### src/rtl/nfc_regs_pkg.sv
`timescale 1ns/1ps
// Package: byte offsets, control-word layout and status bit positions shared
// by the register front end, its checker and its bench.
package nfc_regs_pkg;
    localparam logic [7:0] A_CTRL  = 8'h00;
    localparam logic [7:0] A_TIM0  = 8'h04;
    localparam logic [7:0] A_TIM1  = 8'h0C;
    localparam logic [7:0] A_STAT  = 8'h14;
    localparam logic [7:0] A_PGCNT = 8'h18;
    localparam logic [7:0] A_DBUF  = 8'h40;
    localparam logic [7:0] A_CMD0  = 8'h48;

    localparam logic [31:0] CTRL_WMASK = 32'hFD07_DFFF;
    localparam logic [31:0] CTRL_RST   = 32'h0000_0FFF;
    localparam int          RUN_BIT    = 28;
    localparam int          ST_CMDREQ  = 0;
endpackage

### src/rtl/nfc_ctrl_regs.sv
`timescale 1ns/1ps
// Module: nfc_ctrl_regs
// Holds the control word, with its write mask and reset value, and a
// generated set of plain read/write words (timing words, page count).
// Assumes one write strobe per register, decoded by the parent.
module nfc_ctrl_regs
    import nfc_regs_pkg::*;
#(
    parameter int DATA_W    = 32,
    parameter int NUM_PLAIN = 3
) (
    input  logic                        clk,
    input  logic                        rst_n,
    input  logic                        wr_ctrl,
    input  logic [NUM_PLAIN-1:0]        wr_plain,
    input  logic [DATA_W-1:0]           wdata,
    output logic [DATA_W-1:0]           ctrl_q,
    output logic [NUM_PLAIN*DATA_W-1:0] plain_q
);
    localparam logic [DATA_W-1:0] WMASK = DATA_W'(CTRL_WMASK);
    localparam logic [DATA_W-1:0] RSTV  = DATA_W'(CTRL_RST);

    // Control word: masked write, reset to all interrupt sources masked.
    always_ff @(posedge clk) begin
        if (!rst_n)       ctrl_q <= RSTV;
        else if (wr_ctrl) ctrl_q <= wdata & WMASK;
    end

    for (genvar g = 0; g < NUM_PLAIN; g++) begin : g_plain
        // Plain word g: full-width storage.
        always_ff @(posedge clk) begin
            if (!rst_n)           plain_q[g*DATA_W +: DATA_W] <= '0;
            else if (wr_plain[g]) plain_q[g*DATA_W +: DATA_W] <= wdata;
        end
    end
endmodule

### src/rtl/nfc_status_regs.sv
`timescale 1ns/1ps
// Module: nfc_status_regs
// Event status bits, set by pulses and cleared by write-one; a set beats a
// clear in the same cycle. Drives a registered interrupt from the unmasked
// bits (mask bit one = source disabled).
module nfc_status_regs #(
    parameter int STAT_W = 12
) (
    input  logic              clk,
    input  logic              rst_n,
    input  logic [STAT_W-1:0] set_vec,
    input  logic [STAT_W-1:0] clr_vec,
    input  logic [STAT_W-1:0] mask,
    output logic [STAT_W-1:0] stat_q,
    output logic              irq_q
);
    // Status update: clear requested bits, then apply new events.
    always_ff @(posedge clk) begin
        if (!rst_n) stat_q <= '0;
        else        stat_q <= (stat_q & ~clr_vec) | set_vec;
    end

    // Interrupt: one register after the unmasked-bit reduction.
    always_ff @(posedge clk) begin
        if (!rst_n) irq_q <= 1'b0;
        else        irq_q <= |(stat_q & ~mask);
    end
endmodule

### src/rtl/nfc_cmd_entry.sv
`timescale 1ns/1ps
// Module: nfc_cmd_entry
// Collects CMD_WORDS successive writes to one address into command words,
// then holds them valid until the sequencer accepts. Entries count only
// while run is high; run low rewinds the pointer. Writes into a waiting
// command are dropped and raise a sticky overrun flag.
module nfc_cmd_entry #(
    parameter int DATA_W    = 32,
    parameter int CMD_WORDS = 3
) (
    input  logic                        clk,
    input  logic                        rst_n,
    input  logic                        run,
    input  logic                        wr_cmd,
    input  logic [DATA_W-1:0]           wdata,
    input  logic                        seq_ready,
    input  logic                        ovr_clr,
    output logic [CMD_WORDS*DATA_W-1:0] words_q,
    output logic                        valid_q,
    output logic [((CMD_WORDS>1)?$clog2(CMD_WORDS):1)-1:0] ptr_q,
    output logic                        ovr_q
);
    localparam int PTR_W = (CMD_WORDS > 1) ? $clog2(CMD_WORDS) : 1;
    localparam logic [PTR_W-1:0] LAST = PTR_W'(CMD_WORDS - 1);

    logic load;
    assign load = run && wr_cmd && !valid_q;

    // Entry pointer and valid flag.
    always_ff @(posedge clk) begin
        if (!rst_n) begin
            ptr_q   <= '0;
            valid_q <= 1'b0;
        end else begin
            if (valid_q && seq_ready) valid_q <= 1'b0;
            if (!run) begin
                ptr_q <= '0;
            end else if (load) begin
                if (ptr_q == LAST) begin
                    ptr_q   <= '0;
                    valid_q <= 1'b1;
                end else begin
                    ptr_q <= ptr_q + 1'b1;
                end
            end
        end
    end

    // Sticky overrun: a write into a waiting command; set beats clear.
    always_ff @(posedge clk) begin
        if (!rst_n)                          ovr_q <= 1'b0;
        else if (run && wr_cmd && valid_q)   ovr_q <= 1'b1;
        else if (ovr_clr)                    ovr_q <= 1'b0;
    end

    for (genvar g = 0; g < CMD_WORDS; g++) begin : g_word
        // Command word g: loaded when the pointer selects it.
        always_ff @(posedge clk) begin
            if (!rst_n)
                words_q[g*DATA_W +: DATA_W] <= '0;
            else if (load && ptr_q == PTR_W'(g))
                words_q[g*DATA_W +: DATA_W] <= wdata;
        end
    end
endmodule

### src/rtl/nfc_regfront.sv
`timescale 1ns/1ps
// Module: nfc_regfront
// Register front end of a NAND controller: decodes register writes, muxes
// reads, and links the control, status and command-entry pieces. Assumes
// single-cycle writes and a read bus that samples reg_rdata combinationally.
module nfc_regfront
    import nfc_regs_pkg::*;
#(
    parameter int ADDR_W    = 8,
    parameter int DATA_W    = 32,
    parameter int STAT_W    = 12,
    parameter int CMD_WORDS = 3
) (
    input  logic                        clk,
    input  logic                        rst_n,
    input  logic                        reg_we,
    input  logic [ADDR_W-1:0]           reg_addr,
    input  logic [DATA_W-1:0]           reg_wdata,
    output logic [DATA_W-1:0]           reg_rdata,
    input  logic [STAT_W-1:0]           evt_set,
    input  logic                        cmd_ready,
    output logic                        cmd_valid,
    output logic [CMD_WORDS*DATA_W-1:0] cmd_words,
    output logic [DATA_W-1:0]           ctrl_word,
    output logic [DATA_W-1:0]           timing0,
    output logic [DATA_W-1:0]           timing1,
    output logic [DATA_W-1:0]           page_count,
    output logic                        irq
);
    localparam int NUM_PLAIN = 3;
    localparam int PTR_W     = (CMD_WORDS > 1) ? $clog2(CMD_WORDS) : 1;

    logic                        wr_ctrl, wr_stat, wr_cmd;
    logic [NUM_PLAIN-1:0]        wr_plain;
    logic [DATA_W-1:0]           ctrl_q;
    logic [NUM_PLAIN*DATA_W-1:0] plain_q;
    logic [STAT_W-1:0]           stat, set_vec, clr_vec;
    logic                        run, run_rise, accept, ovr;
    logic [PTR_W-1:0]            entry_ptr;

    // Write decode.
    always_comb begin
        wr_ctrl     = reg_we && reg_addr == ADDR_W'(A_CTRL);
        wr_stat     = reg_we && reg_addr == ADDR_W'(A_STAT);
        wr_cmd      = reg_we && reg_addr == ADDR_W'(A_CMD0);
        wr_plain[0] = reg_we && reg_addr == ADDR_W'(A_TIM0);
        wr_plain[1] = reg_we && reg_addr == ADDR_W'(A_TIM1);
        wr_plain[2] = reg_we && reg_addr == ADDR_W'(A_PGCNT);
    end

    assign run      = ctrl_q[RUN_BIT];
    assign run_rise = wr_ctrl && reg_wdata[RUN_BIT] && !run;
    assign accept   = cmd_valid && cmd_ready;

    // Status set sources: sequencer pulses plus the command request.
    always_comb begin
        set_vec            = evt_set;
        set_vec[ST_CMDREQ] = evt_set[ST_CMDREQ] | run_rise | (accept && run);
        clr_vec            = wr_stat ? reg_wdata[STAT_W-1:0] : '0;
    end

    nfc_ctrl_regs #(.DATA_W(DATA_W), .NUM_PLAIN(NUM_PLAIN)) u_ctrl (
        .clk(clk), .rst_n(rst_n), .wr_ctrl(wr_ctrl), .wr_plain(wr_plain),
        .wdata(reg_wdata), .ctrl_q(ctrl_q), .plain_q(plain_q)
    );

    nfc_status_regs #(.STAT_W(STAT_W)) u_stat (
        .clk(clk), .rst_n(rst_n), .set_vec(set_vec), .clr_vec(clr_vec),
        .mask(ctrl_q[STAT_W-1:0]), .stat_q(stat), .irq_q(irq)
    );

    nfc_cmd_entry #(.DATA_W(DATA_W), .CMD_WORDS(CMD_WORDS)) u_entry (
        .clk(clk), .rst_n(rst_n), .run(run), .wr_cmd(wr_cmd),
        .wdata(reg_wdata), .seq_ready(cmd_ready),
        .ovr_clr(wr_stat && reg_wdata[STAT_W]),
        .words_q(cmd_words), .valid_q(cmd_valid), .ptr_q(entry_ptr), .ovr_q(ovr)
    );

    assign ctrl_word  = ctrl_q;
    assign timing0    = plain_q[0*DATA_W +: DATA_W];
    assign timing1    = plain_q[1*DATA_W +: DATA_W];
    assign page_count = plain_q[2*DATA_W +: DATA_W];

    // Read mux; unmapped offsets, including the data buffer, read zero.
    always_comb begin
        reg_rdata = '0;
        if (reg_addr == ADDR_W'(A_CTRL))  reg_rdata = ctrl_q;
        if (reg_addr == ADDR_W'(A_TIM0))  reg_rdata = timing0;
        if (reg_addr == ADDR_W'(A_TIM1))  reg_rdata = timing1;
        if (reg_addr == ADDR_W'(A_PGCNT)) reg_rdata = page_count;
        if (reg_addr == ADDR_W'(A_STAT))  reg_rdata = DATA_W'({ovr, stat});
        for (int i = 0; i < CMD_WORDS; i++)
            if (reg_addr == ADDR_W'(A_CMD0) + ADDR_W'(4 * i))
                reg_rdata = cmd_words[i*DATA_W +: DATA_W];
    end
endmodule

### config.mk
export PLATFORM = sky130hd
export DESIGN_NAME = nfc_regfront
export DESIGN_NICKNAME = d
export VERILOG_FILES = /design/src/rtl/nfc_regs_pkg.sv /design/src/rtl/nfc_ctrl_regs.sv /design/src/rtl/nfc_status_regs.sv /design/src/rtl/nfc_cmd_entry.sv /design/src/rtl/nfc_regfront.sv
export SDC_FILE = /design/constraint.sdc
export NUM_CORES = 1
export LEC_CHECK = 0
export ABC_AREA = 1
export BUFFER_PORTS_ARGS = -buffer_cell sky130_fd_sc_hd__buf_2
export CAP_MARGIN = 10
export CORE_ASPECT_RATIO = 1.4
export CORE_MARGIN = 10
export CORE_UTILIZATION = 55
export DETAILED_ROUTE_END_ITERATION = 10
export PLACE_DENSITY = 0.85
export RECOVER_POWER = 100
export SLEW_MARGIN = 20
export SYNTH_ARGS = -nofsm -noshare
export SYNTH_HDL_FRONTEND = slang
export SYNTH_SLANG_ARGS = --single-unit
### constraint.sdc
create_clock -name clk -period 4.5 [get_ports clk]
set_clock_uncertainty 0.2 [all_clocks]
set_input_delay 0.45 -clock clk [delete_from_list [all_inputs] [get_ports clk]]
set_output_delay 0.45 -clock clk [all_outputs]
set_load 0.1 [all_outputs]
==> results.json, run 1 <==
{
  "gr-usage-all-layers_pct": 31.0,
  "wire_length_of_the_first_global_routing_pass_um": 62200,
  "combinationalPowerShare_pct": 5.1,
  "finalHoldViolCount": 0,
  "yosys_register_bits": 234,
  "worstRegToRegCells": 5,
  "post-route-period-util_pct": 87.4,
  "drt_pre_antenna_iters": 6,
  "final.min_clock_period_ns": 3.93,
  "number_of_global_route_vias_before_repair": 11400,
  "min_path_cells": 3,
  "cp_data_arrival_time_ns": 3.28,
  "cp-start-kind": "input pin",
  "rows": 59,
  "tritoncts_num_sinks": 234,
  "clock_latency_ns": 0.51,
  "pwr_density_cell_nw_per_um2": 349,
  "fraction_of_the_yosys_area_taken_by_sequential_cells_pct": 45.3,
  "grt_max_degree": 84,
  "timing.max_slew.rel_slack_pct": -30.9,
  "failed_checks": "max-capacitance violations, max-slew violations",
  "clk_transition_reported_paths_ns": 0.06,
  "cts-root-buf": "clkbuf_16",
  "chipHeight_um": 182,
  "dr.first_iter.drc_count": 1322,
  "min_to": "u_stat.stat_q[10]$_SDFF_PN0_",
  "design.core.area_um2": 18500,
  "cts_max_level": 1,
  "layout.cells.most_common_list": "346 x nand2_1, 258 x clkbuf_1, 232 x dfxtp_1",
  "post_synth.cell_area_avg_um2": 6.96,
  "max_slew.worst_pin.slew_ns": 1.96,
  "antenna_found_initial": 1,
  "grt_setup_unrepaired": "no",
  "grt_remaining_overflow": 0,
  "flow.area_growth_from_synthesis_pct": 18.9,
  "critical_path_data_required_time_ns": 3.85,
  "design.final.nets": 1781,
  "pwr-share-clk_pct": 46.1,
  "placed_area_um2": 11800,
  "final_antenna_net_count": 0,
  "post_cts.resized_instances": 0,
  "synthesis.area_um2": 10300,
  "worst_hold_startpoint": "evt_set[10]",
  "io_pins": 314,
  "cellInternalPower_mw": 3.29,
  "mostFrequentLayoutCell": "nand2_1",
  "numCtsBuffers": 23,
  "finalWirelength_um": 41000,
  "ff2ff_setup_slack_ns": 1.45,
  "cts_max_path_buffers": 3,
  "postCtsSetupBuffers": 0,
  "yosys_warnings": 0,
  "globalplace.congestion": 0.922,
  "detailed_place_hpwl_um": 26400,
  "worstReg2RegEnd": "u_entry.words_q[81]$_SDFFE_PN0P_",
  "crit_path_max_fo": 18,
  "max_cap_viol_count": 4,
  "design_area_um2": 12300,
  "fp.dieW_um": 136,
  "share_of_post_route_cells_with_drive_strength_above_1_pct": 6.95,
  "dr_total_vias": 11900,
  "maximum_vdd_drop_mv": 0.317,
  "p_leak_nw": 4.98,
  "syn-instance-count": 1484,
  "p_seq_share_pct": 48.8,
  "timing.critical_path.to_type": "output pin",
  "run_status": "finished with violations",
  "cts_hold_buffers": 8,
  "path_class_of_the_lowest_slack_min_delay_path": "input pin to register",
  "max_frequency_mhz": 254,
  "cts_tree": "yes",
  "totalNegativeSetupSlack_ns": 0,
  "timing_worst_setup_path_type": "input pin to output pin",
  "initial_core_util_pct": 55.8,
  "number_of_vias_per_cell_after_detailed_routing": 5.99,
  "netSwitchingFraction_pct": 23.2,
  "dieArea_um2": 24700,
  "drcViolationCount": 0,
  "synth_cell_type_count": 31,
  "finalSetupViolations": 0,
  "place.port_buffers": 306,
  "timing.final.max_slew_violations": 200,
  "power.switching_uw": 992,
  "worst_r2r_startpoint": "u_entry.ptr_q[0]$_SDFFE_PN0P_",
  "routedWlPerCell_um": 20.6
}
cell type report:
class	count	area [µm²]
Fill cell	1765	6250
Multi-Input combinational cell	1048	4780
Sequential cell	234	4690
Timing Repair Buffer	331	1420
Clock buffer	36	684
Inverter	87	328
Tap cell	244	305
Clock inverter	5	75.1
Antenna cell	1	2.50
power by group through the flow:
stage | logic, mW | registers, mW | clock network, mW
global placement | 0.204 | 2.13 | 0
floorplan | 0.129 | 2.15 | 0
finish | 0.218 | 2.09 | 1.98
CTS | 0.213 | 2.09 | 1.98
global route | 0.235 | 2.09 | 2.06
detailed placement | 0.207 | 2.13 | 0
cells in the mapped netlist, drive strengths merged:
| library cell | count | area share (%) |
|---|---|---|
| o22ai | 7 | 0.42 |
| dfxtp | 234 | 45 |
| nand3 | 43 | 2.2 |
| nor3 | 2 | 0.15 |
| a211oi | 2 | 0.15 |
| conb | 1 | 0.036 |
| nor4 | 2 | 0.12 |
| clkbuf | 66 | 2.4 |
| buf | 55 | 2.9 |
| clkinv | 1 | 0.036 |
| a41oi | 1 | 0.085 |
| or2 | 2 | 0.12 |
| o21ai | 120 | 5.8 |
| a31oi | 1 | 0.061 |
| o211ai | 1 | 0.073 |
| nor2b | 1 | 0.061 |
| nand2 | 347 | 13 |
| inv | 86 | 3.1 |
| a21oi | 153 | 7.4 |
| nand4 | 142 | 8.6 |
| nor2 | 217 | 8.3 |
kinds of logic (layout without fill, tap and decap cells):
kind of cell    count (synthesis)  in the layout  share of synthesized area (%)
compound gates                285            285                           14.0
buf+inv                       208            459                           8.44
flops                         234            234                           45.3
other cells                     1              8                         0.0363
simple gates                  756            756                           32.2
worst max-delay path, cell delays in order:
cell and delay, ns:
buf_2 0.10, inv_1 0.04, nand2_1 0.11, nor2_1 0.23
nand2_1 0.14, inv_1 0.71, buf_4 0.39, nand2_1 0.08
nand4_1 0.12, clkbuf_1 0.88
state kept, by name, summed over array words and instances (netlist names):
signal / flops
u_ctrl.plain_q: 96
u_entry.words_q: 96
u_stat.irq_q: 1
u_entry.ptr_q: 2
u_stat.stat_q: 12
u_entry.valid_q: 1
u_ctrl.ctrl_q: 25
u_entry.ovr_q: 1
layer usage:
layer  global-route usage, %  vias to the layer above  share of wire (%)
met3                    8.36                      152                 12
met2                    52.3                      780                 48
met4                    14.6                        0                4.8
met1                    35.1                     5546                 36
li1                        -                     5409                  -
met5                       0                        -                  0
through the flow:
step	util (%)	worst slack, ns	instances	power (mW)	hold WS, ns
floorplan	-	1.58	1490	2.28	0.250
global placement	63.7	1.15	1936	2.34	0.257
global route	66.3	0.487	1986	4.38	0.0216
CTS	68.2	1.11	1985	4.28	0.000972
detailed placement	63.7	1.14	1936	2.34	0.262
finish	66.3	0.567	1986	4.28	0.0106
worst max path at each step:
stage	end	slack (ns)	from
3_3_place_gp	reg_rdata[20]	1.15	reg_addr[0]
2_1_floorplan	reg_rdata[21]	1.58	reg_addr[1]
5_1_grt	u_entry.words_q[78]$_SDFFE_PN0P_	0.49	reg_addr[1]
4_1_cts	reg_rdata[20]	1.11	reg_addr[0]
6_report	reg_rdata[20]	0.57	reg_addr[0]
3_5_place_dp	reg_rdata[20]	1.14	reg_addr[0]
Power figures use the tool's default switching activity.
==> inputs of run 2 (changes only) <==
--- a/config.mk
+++ b/config.mk
@@ -8,11 +8,11 @@
 export ABC_AREA = 1
 export BUFFER_PORTS_ARGS = -buffer_cell sky130_fd_sc_hd__buf_2
 export CAP_MARGIN = 10
-export CORE_ASPECT_RATIO = 1.4
+export CORE_ASPECT_RATIO = 1.5
 export CORE_MARGIN = 10
-export CORE_UTILIZATION = 55
+export CORE_UTILIZATION = 47
 export DETAILED_ROUTE_END_ITERATION = 10
-export PLACE_DENSITY = 0.85
+export PLACE_DENSITY = 0.77
 export RECOVER_POWER = 100
 export SLEW_MARGIN = 20
 export SYNTH_ARGS = -nofsm -noshare
==> constraint.sdc (replaced) <==
create_clock -name clk -period 3.45 [get_ports clk]
set_clock_uncertainty 0.2 [all_clocks]
set_input_delay 0.345 -clock clk [delete_from_list [all_inputs] [get_ports clk]]
set_output_delay 0.345 -clock clk [all_outputs]
set_load 0.1 [all_outputs]
==> run 2 against run 1 <==
Net effect:
- the run now ends clean
- wire length is 3.1% higher
- global-route usage is 3.2 points lower
- non-clock buffer count is 47 higher
- core utilization is 5.1 points lower
- die area is 15% higher
- worst setup slack worse by 0.15 ns
- sequential power is 30% higher
- sequential share of layout area is 2.8 points lower
- register-to-register slack worse by 0.25 ns
- design area is 7.8% higher
- critical endpoint is now reg_rdata[1]
- largest power group unchanged
- highest routed layer unchanged
==> results.json, run 2 (same netlist as run 1, synthesis figures left out) <==
{
  "drcViolationCount": 0,
  "grt_max_degree": 183,
  "flow.area_growth_from_synthesis_pct": 28.2,
  "chipHeight_um": 202,
  "finalPower_mw": 5.62,
  "max_frequency_mhz": 329,
  "cp-start-kind": "input pin",
  "maximum_vdd_drop_mv": 0.291,
  "cts-root-buf": "clkbuf_16",
  "timing.critical_path.to_type": "output pin",
  "number_of_vias_per_cell_after_detailed_routing": 5.77,
  "totalNegativeSetupSlack_ns": 0,
  "wire_length_of_the_first_global_routing_pass_um": 64600,
  "post_cts.resized_instances": 0,
  "dr.first_iter.drc_count": 1122,
  "finalHoldViolCount": 0,
  "timing.final.max_slew_violations": 0,
  "worstRegToRegCells": 7,
  "dr_total_vias": 11900,
  "io_pins": 314,
  "stdcell_count": 2060,
  "fp.dieW_um": 141,
  "pwr_density_cell_nw_per_um2": 425,
  "register_area_um2": 4690,
  "grt_remaining_overflow": 0,
  "number_of_global_route_vias_before_repair": 11700,
  "drt_pre_antenna_iters": 6,
  "insertedDiodeCount": 0,
  "numCtsBuffers": 23,
  "p_leak_nw": 5.41,
  "cp_data_arrival_time_ns": 2.49,
  "routedWlPerCell_um": 20.5,
  "n_fill_cell": 2034,
  "clock_latency_ns": 0.51,
  "critical_path_data_required_time_ns": 2.90,
  "post-route-period-util_pct": 88.0,
  "run_status": "complete, no violations",
  "design.final.nets": 1828,
  "final_antenna_net_count": 0,
  "mostFrequentLayoutCell": "nand2_1",
  "antenna_found_initial": 0,
  "cts_max_path_buffers": 3,
  "detailed_place_hpwl_um": 28100,
  "finalSetupViolations": 0,
  "cts_tree": "yes",
  "max_cap_viol_count": 0,
  "rows": 66,
  "place.port_buffers": 306,
  "initial_core_util_pct": 47.8,
  "globalplace.congestion": 0.874,
  "grt_setup_unrepaired": "no",
  "finalWirelength_um": 42200,
  "min_path_cells": 3,
  "layout.cells.most_common_list": "344 x nand2_1, 232 x dfxtp_1, 225 x clkbuf_1",
  "gr-usage-all-layers_pct": 27.8,
  "timing.max_slew.rel_slack_pct": 6.74,
  "timing_worst_setup_path_type": "input pin to output pin",
  "path_class_of_the_lowest_slack_min_delay_path": "input pin to register",
  "max_slew.worst_pin.slew_ns": 1.40,
  "final.min_clock_period_ns": 3.04,
  "clk_transition_reported_paths_ns": 0.06,
  "tritoncts_num_sinks": 234,
  "placedCellCount": 1974,
  "biggestRegsByFlops": "u_ctrl.plain_q: 96 flops, u_entry.words_q: 96 flops, u_ctrl.ctrl_q: 25 flops",
  "design.core.area_um2": 21600,
  "multi_input_combinational_cell_area_um2": 4780,
  "cts_max_level": 1,
  "share_of_post_route_cells_with_drive_strength_above_1_pct": 9.17,
  "dieArea_um2": 28400,
  "crit_path_max_fo": 14
}
[run 2: changes by cell type in the layout (fill, tap and decap cells not counted), sizes merged]
cell / before / now
inv: 86 / 87
diode: 1 / 0
buf: 69 / 101
clkinv: 4 / 6
clkinvlp: 0 / 1
dlymetal6s2s: 0 / 1
dlygate4sd3: 8 / 45
clkbuf: 290 / 263
[run 2: path summary, 6_finish.rpt]
kind / from / end / slack, ns
setup / recovery: reg_addr[1] / reg_rdata[1] / 0.41
hold / removal: reg_we / u_ctrl.plain_q[92]$_SDFFE_PN0P_ / 0.18
setup reg to reg: u_ctrl.ctrl_q[28]$_SDFFE_PN0N_ / u_entry.words_q[84]$_SDFFE_PN0P_ / 1.20
hold reg to reg: u_ctrl.plain_q[65]$_SDFFE_PN0P_ / u_ctrl.plain_q[65]$_SDFFE_PN0P_ / 0.28
[run 2: area by class of cell]
type	count	share of cell area, %
flip-flops and latches	234	35.4
clock buffers	32	5.06
repair buffers	378	17.7
inverters	87	2.49
clock inverters	9	0.737
well taps	272	2.57
multi-input cells	1048	36.1
[run 2: where the power goes]
group	switching, mW	total (mW)	internal (mW)
clock	1.08	2.58	1.50
sequential	0.00892	2.72	2.71
combinational	0.225	0.322	0.0970
[run 2: per-layer routing]
metal	global-route usage, %	up-vias	part of all wire, %
met3	6.08	185	9.5
li1	-	5495	-
met4	17.0	0	6.1
met5	0	-	0
met2	47.9	719	49
met1	30.2	5492	36
[run 2: worst max-delay path: stages]
cell and delay (ns):
buf_2 0.10, nor2_1 0.13, nand2_1 0.13, inv_1 0.08
nand2_1 0.04, inv_1 0.62, nand2_1 0.13, nand3_1 0.15
dlymetal6s2s_1 0.75
[run 2: repair_timing]
action | CTS | global route
setup buffers | 0 | 0
endpoints found under the hold margin | 67 | 0
setup endpoints to repair | 0 | 0
hold buffers | 45 | 0
[run 2: through the flow]
stage | hold slack, ns | setup WS, ns | util [%] | area (µm²)
final | 0.176 | 0.413 | 61.2 | 13200
after global routing | 0.168 | 0.299 | 61.2 | 13200
after CTS | 0.153 | 0.722 | 63.2 | 13700
after detailed placement | 0.267 | 0.650 | 57.6 | 12500
after global placement | 0.257 | 0.724 | 57.6 | 12500
after floorplan | 0.250 | 0.736 | - | 10400
